===== src/rtl/mp_reset_seq.sv =====
module mp_reset_seq #(
  parameter int MCU_DIV        = 2,
  parameter int MCU_RST_CYCLES = 128,
  parameter int ADDR_W         = 4,
  parameter int DATA_W         = 8,
  parameter int CTRL_ADDR      = 0,
  parameter int MCU_PINS       = 8,
  parameter int DSP_PINS       = 4
) (
  input  logic                clk,
  input  logic                por_n,
  input  logic                wr_en,
  input  logic [ADDR_W-1:0]   wr_addr,
  input  logic [DATA_W-1:0]   wr_data,
  input  logic [MCU_PINS-1:0] mcu_oe_req,
  input  logic [DSP_PINS-1:0] dsp_oe_req,
  output logic                dsp_clk_en,
  output logic                mcu_clk_en,
  output logic                slow_clk_en,
  output logic                mcu_rst_n,
  output logic                dsp_rst_n,
  output logic                periph_rst_n,
  output logic [MCU_PINS-1:0] mcu_oe,
  output logic [DSP_PINS-1:0] dsp_oe
);

  localparam int DIV_W = (MCU_DIV > 1) ? $clog2(MCU_DIV) : 1;
  localparam int CNT_W = $clog2(MCU_RST_CYCLES + 1);

  logic [1:0]       por_sync;
  logic             run;
  logic [DIV_W-1:0] div;
  logic [CNT_W-1:0] edge_cnt;
  logic             mcu_out_q;
  logic             hold_q;
  logic             slow_q;
  logic [1:0]       dsp_stage;
  logic             wr_hit;

  always_ff @(posedge clk or negedge por_n)
    if (!por_n) por_sync <= 2'b00;
    else        por_sync <= {por_sync[0], 1'b1};

  assign run = por_sync[1];

  always_ff @(posedge clk or negedge por_n)
    if (!por_n)                              div <= '0;
    else if (!run)                           div <= '0;
    else if (div == DIV_W'(MCU_DIV - 1))     div <= '0;
    else                                     div <= div + 1'b1;

  assign dsp_clk_en = run;
  assign mcu_clk_en = run && (div == '0);

  always_ff @(posedge clk or negedge por_n)
    if (!por_n) begin
      edge_cnt  <= '0;
      mcu_out_q <= 1'b0;
    end else if (mcu_clk_en && !mcu_out_q) begin
      edge_cnt <= edge_cnt + 1'b1;
      if (edge_cnt == CNT_W'(MCU_RST_CYCLES - 1)) mcu_out_q <= 1'b1;
    end

  assign wr_hit = wr_en && (wr_addr == ADDR_W'(CTRL_ADDR)) && mcu_out_q;

  always_ff @(posedge clk or negedge por_n)
    if (!por_n) begin
      hold_q <= 1'b1;
      slow_q <= 1'b0;
    end else if (wr_hit) begin
      hold_q <= wr_data[0];
      slow_q <= wr_data[1];
    end

  always_ff @(posedge clk or negedge por_n)
    if (!por_n)      dsp_stage <= 2'b00;
    else if (hold_q) dsp_stage <= 2'b00;
    else             dsp_stage <= {dsp_stage[0], 1'b1};

  assign mcu_rst_n    = mcu_out_q;
  assign dsp_rst_n    = dsp_stage[1] && !hold_q;
  assign periph_rst_n = por_n && dsp_rst_n;
  assign slow_clk_en  = slow_q;
  assign mcu_oe       = mcu_rst_n ? mcu_oe_req : '0;
  assign dsp_oe       = dsp_rst_n ? dsp_oe_req : '0;

  a_r1_no_release_before_clock: assert property (@(posedge clk) disable iff (!por_n)
    !dsp_clk_en |-> (!mcu_rst_n && !dsp_rst_n));
  a_r4_release_on_mcu_edge: assert property (@(posedge clk) disable iff (!por_n)
    $rose(mcu_rst_n) |-> $past(mcu_clk_en));
  a_r4_mcu_release_sticky: assert property (@(posedge clk) disable iff (!por_n)
    mcu_rst_n |=> mcu_rst_n);
  a_r7_dsp_after_mcu: assert property (@(posedge clk) disable iff (!por_n)
    dsp_rst_n |-> mcu_rst_n);
  a_r7_release_needs_clear: assert property (@(posedge clk) disable iff (!por_n)
    $rose(dsp_rst_n) |-> !$past(hold_q));
  a_r9_slow_needs_mcu: assert property (@(posedge clk) disable iff (!por_n)
    slow_clk_en |-> mcu_rst_n);

endmodule


===== config.mk =====
export PLATFORM = sky130hd
export DESIGN_NAME = mp_reset_seq
export DESIGN_NICKNAME = d
export VERILOG_FILES = /design/src/rtl/mp_reset_seq.sv
export SDC_FILE = /design/constraint.sdc
export NUM_CORES = 1
export LEC_CHECK = 0
export BUFFER_PORTS_ARGS = -buffer_cell sky130_fd_sc_hd__buf_2
export CAP_MARGIN = 20
export CORE_MARGIN = 2
export CORE_UTILIZATION = 41
export DETAILED_ROUTE_END_ITERATION = 10
export PLACE_DENSITY = 0.73
export RECOVER_POWER = 50
export SLEW_MARGIN = 20
export SYNTH_ARGS = -nofsm -noshare
export SYNTH_HDL_FRONTEND = slang
export SYNTH_SLANG_ARGS = --single-unit

===== constraint.sdc =====
create_clock -name clk -period 1.5 [get_ports clk]
set_input_delay 0.15 -clock clk [delete_from_list [all_inputs] [get_ports clk]]
set_output_delay 0.15 -clock clk [all_outputs]
set_load 0.005 [all_outputs]

==> flow_metrics.py, run 1 <==
metrics = {
    "run_status": {
        "status": "finished clean",
    },
    "final_layout": {
        "multi_input_area_um2": 322,
        "regArea_um2": 402,
        "n_antenna_cell": 0,
        "nets": 138,
        "drive_gt1_share_pct": 44.0,
        "area_delta_synth_final_pct": 37.6,
        "filler_cell_count": 162,
        "fin_area_um2": 1020,
    },
    "place": {
        "place_area_um2": 978,
        "gp_congestion": 0.807,
        "port_buffers": 38,
        "pre_cts_ws_ns": -0.0489,
        "hpwlAfterDp_mm": 1.20,
    },
    "synth": {
        "syn_area_um2": 738,
        "synthFlopType": "dfrtp_1",
        "synth_edf_count": 0,
        "netlist_top_cells_area": "dfrtp_1, and2_1, xor2_1",
        "ys_warn_count": 0,
        "ys_top_cells_by_count": "dfrtp_1, and2_1, xor2_1",
        "syn_nets": 92,
        "synthDistinctLibCells": 23,
        "netlist_instances": 64,
        "synth_top_area_share_pct": 50.8,
        "synthArstFlopShare_pct": 100,
        "synth_top_area_cell": "dfrtp_1",
        "yosysSeqAreaShare_pct": 54.4,
        "yosysMostFrequentCell": "dfrtp_1",
        "synth-seq-cells": 16,
        "syn_avg_cell_area_um2": 11.5,
    },
    "power": {
        "power.total_w": 0.00109,
        "power_leakage_nw": 0.535,
        "ir_worst_vdd_mv": 0.875,
        "pwr_density_cell_nw_per_um2": 1070,
    },
    "clocking": {
        "clk_pin_slew_ns": 0.08,
        "cts.sinks": 16,
        "cts_tree": "built",
        "clk_path_buf_depth": 2,
        "cts-htree-levels": 1,
        "clk_latency_ns": 0.28,
        "cts-root-buf": "clkbuf_4",
        "postCtsSetupBuffers": 0,
        "cts_buffers": 3,
    },
    "worst_hold_path": {
        "min_path_type": "in2reg",
        "worstHoldPathCells": 2,
        "holdPathEnd": "hold_q$_DFFE_PN1P_",
        "min_from": "wr_data[0]",
    },
    "worst_setup_path": {
        "critical_path_class": "reg2out",
        "cpMaxStageDelayCell": "dfstp_2",
        "worstPathMaxFanout": 6,
        "crit_path_max_incr_delay_ns": 0.56,
        "worstPathRequired_ns": 1.35,
        "startpoint_type": "flip-flop",
        "cp.arrival_ns": 1.21,
        "critPathBufInv": 1,
        "critPathTopFamily": "flip-flops",
        "rr_worst_depth": 3,
        "crit_chain": "nor2b_1 > and2_1 > buf_2",
        "crit_path_end_kind": "output pin",
        "reg2reg_to": "mcu_rst_n$_DFFE_PN0P_",
        "rr_startpoint": "div$_DFF_PN0_",
        "reg2reg_setup_slack_ns": 0.15,
    },
    "drt": {
        "remaining_drc_errors": 0,
        "wl_per_cell_um": 10.7,
        "dr.first_iter.drc_count": 1,
        "final_antenna_net_count": 0,
        "dr.pass1.iters": 2,
        "routed_wl_mm": 1.44,
        "via_count": 589,
        "vias_per_cell": 4.40,
    },
    "timing": {
        "rsz0062_at_grt": "no",
        "fin_crit_ns": 1.36,
        "worst_pin_slew_ns": 0.802,
        "slew_viol_final": 0,
        "setup_viol": 0,
        "worst_slack_ns": 0.145,
        "fin_crit_sh_pct": 90.3,
        "fmax_mhz": 738,
        "fin_skew_ns": 0.00607,
        "relSlewSlack_pct": 46.5,
        "finalHoldViolCount": 0,
        "holdWs_ns": 0.0931,
    },
    "floorplanning": {
        "core_area_um2": 1710,
        "die_width_um": 46.4,
        "start_util_pct": 43.2,
        "dieArea_um2": 2160,
        "die_y_um": 46.4,
        "num_io_pins": 45,
        "fp-row-count": 15,
    },
    "global_route": {
        "grt_pass1_wl_mm": 2.42,
        "grt.overflow.total": 0,
        "grt_pass1_vias": 597,
        "grt_util_all_layers_pct": 16.3,
        "antenna_found_initial": 0,
        "grt_max_degree": 17,
    },
    "flow_run": {
        "drv_cap": 0,
    },
}
-- power breakdown --
part           switching [W]  total [W]  internal, W
clock network       0.000120   0.000268     0.000148
registers          0.0000781   0.000600     0.000522
logic              0.0000992   0.000219     0.000120
-- per-stage QoR --
stage | setup TNS, ns | utilization (%) | std cells
2_1_floorplan | 0 | - | 64
3_5_place_dp | -0.0560 | 57.3 | 129
4_1_cts | 0 | 60.0 | 134
6_report | 0 | 59.5 | 134
3_3_place_gp | -0.0163 | 57.3 | 129
5_1_grt | 0 | 59.5 | 134
-- layout by cell type (no fill, tap or decap), types with 3 or more instances in the layout --
master / instances
buf_2: 37
nand3b_1: 3
clkbuf_4: 3
dfrtp_1: 15
xor2_1: 5
and2_1: 13
inv_1: 3
nor2b_1: 3
clkbuf_1: 3
-- area by class of cell --
| type | instances | area share, % |
|---|---|---|
| flip-flops and latches | 16 | 39.5 |
| multi-input cells | 44 | 31.7 |
| repair buffers | 42 | 21.1 |
| clock buffers | 4 | 3.57 |
| well taps | 25 | 3.08 |
| inverters | 3 | 1.11 |
-- per-layer routing --
metal  wire, um  global-route usage, %
met5          0                      0
met3         71                   7.06
met2        798                   29.2
met1        571                   18.5
met4          0                   1.71
-- state kept, by name, indices dropped and copies added (netlist names) --
name         count
dsp_stage        2
mcu_rst_n        1
edge_cnt         8
slow_clk_en      1
div              1
por_sync         2
hold_q           1
-- how the worst max path moves through the flow --
| stage | start | to | depth (start not counted) |
|---|---|---|---|
| floorplan | wr_addr[0] | slow_clk_en$_DFFE_PN0P_ | 3 |
| global placement | wr_addr[0] | slow_clk_en$_DFFE_PN0P_ | 4 |
| detailed placement | wr_addr[0] | slow_clk_en$_DFFE_PN0P_ | 4 |
| CTS | hold_q$_DFFE_PN1P_ | dsp_oe[0] | 3 |
| global route | div$_DFF_PN0_ | mcu_rst_n$_DFFE_PN0P_ | 3 |
| finish | hold_q$_DFFE_PN1P_ | dsp_oe[1] | 3 |
-- logic make-up (layout without fill, tap and decap cells) --
logic type	count (synthesis)	in the layout	share of synthesized area (%)
AO/OA/AOI/OAI	1	1	1.02
AND/OR/NAND/NOR	31	31	26.4
flip-flops	16	16	54.4
multiplexers	3	3	5.59
buffers and inverters	4	49	2.03
other	1	1	0.508
adder cells (fa/ha/maj)	1	1	1.69
XOR/XNOR	7	7	8.31
-- what timing repair did --
action | in CTS | in global routing
hold buffers | 1 | 0
hold endpoints to repair | 15 | 0
resized for setup | 0 | 0
Power figures use the tool's default switching activity.
==> inputs of run 2 (changes only) <==
--- a/config.mk
+++ b/config.mk
@@ -5,12 +5,14 @@
 export SDC_FILE = /design/constraint.sdc
 export NUM_CORES = 1
 export LEC_CHECK = 0
+export ABC_AREA = 1
 export BUFFER_PORTS_ARGS = -buffer_cell sky130_fd_sc_hd__buf_2
-export CAP_MARGIN = 20
+export CAP_MARGIN = 0
+export CORE_ASPECT_RATIO = 0.7
 export CORE_MARGIN = 2
-export CORE_UTILIZATION = 41
+export CORE_UTILIZATION = 43
 export DETAILED_ROUTE_END_ITERATION = 10
-export PLACE_DENSITY = 0.73
+export PLACE_DENSITY = 0.74
 export RECOVER_POWER = 50
 export SLEW_MARGIN = 20
 export SYNTH_ARGS = -nofsm -noshare
==> run 2 against run 1 <==
Net effect: area after synthesis is 11% higher; clock power down 16%; combinational power increased by 4%; critical endpoint is now dsp_oe[2]; sequential power decreased by 2%; non-clock buffer count is 1 lower; die area increased by 5.3%; count of clock-buffer cells in the layout stayed put; total power decreased by 4.6%; sequential share of layout area is 1.6 points lower.
==> flow_metrics.py, run 2 <==
metrics = {
    "run_status": {
        "status": "finished clean",
    },
    "clocking": {
        "cts_resized": 0,
        "cts_tree": "built",
        "clk_path_buf_depth": 2,
        "cts-root-buf": "clkbuf_4",
        "cts_buffers": 3,
        "clk_pin_slew_ns": 0.08,
        "cts.sinks": 16,
        "postCtsSetupBuffers": 0,
        "cts-htree-levels": 1,
        "clk_latency_ns": 0.28,
    },
    "synth": {
        "yosysSeqAreaShare_pct": 49.2,
        "synthDistinctLibCells": 20,
        "synth_mux_area_share_pct": 0,
        "syn_area_um2": 817,
        "synth-xor-area-share_pct": 4.29,
        "synth_edf_count": 0,
        "synthFlopType": "dfrtp_1",
        "synth_top_family_by_area": "simple AND/OR/NAND/NOR gates",
        "syn_avg_cell_area_um2": 7.93,
        "ys_warn_count": 0,
        "synth-compound-area-share_pct": 1.23,
        "synth_top_area_cell": "dfrtp_1",
        "synthSimpleGateAreaFrac_pct": 30.0,
        "synth_top_area_share_pct": 45.9,
        "synthArstFlopShare_pct": 100,
        "ys_top_cells_by_count": "nand2_1, inv_1, dfrtp_1",
        "netlist_top_cells_area": "dfrtp_1, nand2_1, inv_1",
        "synth_fa_ha_area_share_pct": 1.53,
        "synth-seq-cells": 16,
        "syn_nets": 131,
        "yosysMostFrequentCell": "nand2_1",
        "netlist_instances": 103,
    },
    "timing": {
        "finalHoldViolCount": 0,
        "slew_viol_final": 0,
        "worst_pin_slew_ns": 0.824,
        "fmax_mhz": 738,
        "holdWs_ns": 0.0835,
        "fin_skew_ns": 0.00829,
        "timing.setup.tns_ns": 0,
        "setup_viol": 0,
        "fin_crit_sh_pct": 90.4,
        "relSlewSlack_pct": 45.1,
        "fin_crit_ns": 1.36,
        "rsz0062_at_grt": "no",
    },
    "final_layout": {
        "largest_register_ffs": 8,
        "largestRegisters": "edge_cnt (8), dsp_stage (2), por_sync (2)",
        "regMostFlops": "edge_cnt",
        "nets": 176,
        "final_common_cell": "buf_2",
        "final_cell_mix": "buf_2, nand2_1, inv_1, dfrtp_1, nor2_1",
        "filler_cell_count": 171,
        "multi_input_area_um2": 293,
        "regArea_um2": 402,
        "drive_gt1_share_pct": 30.6,
        "n_antenna_cell": 0,
        "area_delta_synth_final_pct": 29.7,
    },
    "power": {
        "clkPwrFrac_pct": 21.6,
        "power.total_w": 0.00104,
        "ir_worst_vdd_mv": 0.824,
        "internal-power_w": 0.000716,
        "switchingPower_w": 0.000320,
        "pwr_density_cell_nw_per_um2": 978,
        "p_seq_share_pct": 56.5,
        "p_comb_share_pct": 21.9,
        "sw_frac_of_total_pct": 30.9,
        "power_leakage_nw": 0.686,
    },
    "floorplanning": {
        "core_area_um2": 1820,
        "fp-row-count": 13,
        "die_width_um": 56.1,
        "start_util_pct": 44.8,
        "num_io_pins": 45,
        "die_y_um": 40.5,
        "dieArea_um2": 2270,
    },
    "global_route": {
        "antenna_found_initial": 0,
        "grt_pass1_wl_mm": 2.48,
        "grt_pass1_vias": 602,
        "grt_max_degree": 17,
        "grt_util_all_layers_pct": 14.7,
        "grt.overflow.total": 0,
    },
    "worst_setup_path": {
        "cp.arrival_ns": 1.21,
        "worstPathMaxFanout": 6,
        "worstPathRequired_ns": 1.35,
        "critical_path_class": "reg2out",
        "rr_worst_depth": 5,
        "crit_path_end_kind": "output pin",
        "startpoint_type": "flip-flop",
    },
    "place": {
        "hpwlAfterDp_mm": 1.22,
        "gp_congestion": 0.808,
        "port_buffers": 38,
    },
    "drt": {
        "vias_per_cell": 4.37,
        "remaining_drc_errors": 0,
        "via_count": 738,
        "routed_wl_mm": 1.54,
        "dr.first_iter.drc_count": 19,
        "wl_per_cell_um": 9.12,
        "dr.pass1.iters": 4,
        "final_antenna_net_count": 0,
    },
    "worst_hold_path": {
        "min_path_type": "in2reg",
        "worstHoldPathCells": 3,
    },
    "flow_run": {
        "drv_cap": 0,
    },
}
-- run 2: cell count changes in the layout (fill, tap and decap cells not counted), moves of 3 or more --
cell	before	now
nand2_1	2	28
inv_1	3	26
and2_1	13	0
nor2_1	1	11
nand3_1	1	5
nor2b_1	3	0
-- run 2: layout make-up --
class	count	share of cell area [%]
Multi-Input combinational cell	59	27.6
Sequential cell	16	37.9
Inverter	27	9.56
Clock buffer	4	2.48
Timing Repair Buffer	41	19.8
Tap cell	22	2.60
-- run 2: final timing paths --
kind,startpoint,to,slack (ns)
max in group asynchronous,por_n,mcu_rst_n$_DFFE_PN0P_,0.40
worst min-delay path,wr_data[0],hold_q$_DFFE_PN1P_,0.08
worst max register to register,div$_DFF_PN0_,edge_cnt[2]$_DFFE_PN0P_,0.33
min in group asynchronous,por_n,edge_cnt[2]$_DFFE_PN0P_,0.59
worst min register to register,por_sync[0]$_DFF_PN0_,por_sync[1]$_DFF_PN0_,0.36
worst max-delay path,hold_q$_DFFE_PN1P_,dsp_oe[2],0.14
-- run 2: power by group through the flow --
stage	Sequential [W]	Clock, W	Combinational [W]
global route	0.000596	0.000253	0.000266
finish	0.000586	0.000224	0.000227
CTS	0.000582	0.000238	0.000232
detailed placement	0.000589	0	0.000228
floorplan	0.000574	0	0.000155
global placement	0.000584	0	0.000218
-- run 2: kinds of logic after synthesis --
group,count (synthesis)
xor+xnor,4
simple gates,51
compound gates,2
flops,16
buf+inv,28
other cells,1
fa+ha+maj,1
-- run 2: stage by stage --
stage / utilization, % / instance area (um^2) / cells / worst slack [ns]
final: 58.2 / 1060 / 169 / 0.144
after global routing: 58.2 / 1060 / 169 / 0.0415
after CTS: 59.2 / 1080 / 169 / 0.134
after detailed placement: 57.2 / 1040 / 164 / 0.393
after global placement: 57.2 / 1040 / 164 / 0.423
after floorplan: - / 817 / 103 / 0.476
-- run 2: per-layer routing --
layer / global-route usage [%] / part of all wire (%) / vias to the layer above
li1: - / - / 383
met1: 17.6 / 45 / 327
met2: 24.4 / 45 / 25
met3: 6.77 / 8.9 / 3
met4: 4.17 / 0.65 / 0
met5: 0 / 0 / -
-- run 2: what timing repair did --
action	4_1_cts	5_1_grt
hold buffers	1	0
endpoints found under the setup margin	0	0
hold endpoints to repair	15	0
-- run 2: worst max-delay path, cell delays in order, from the launching register on --
cell	delay, ns
dfstp_1	0.54
inv_1	0.06
nand2_1	0.15
nor2_1	0.06
buf_2	0.12
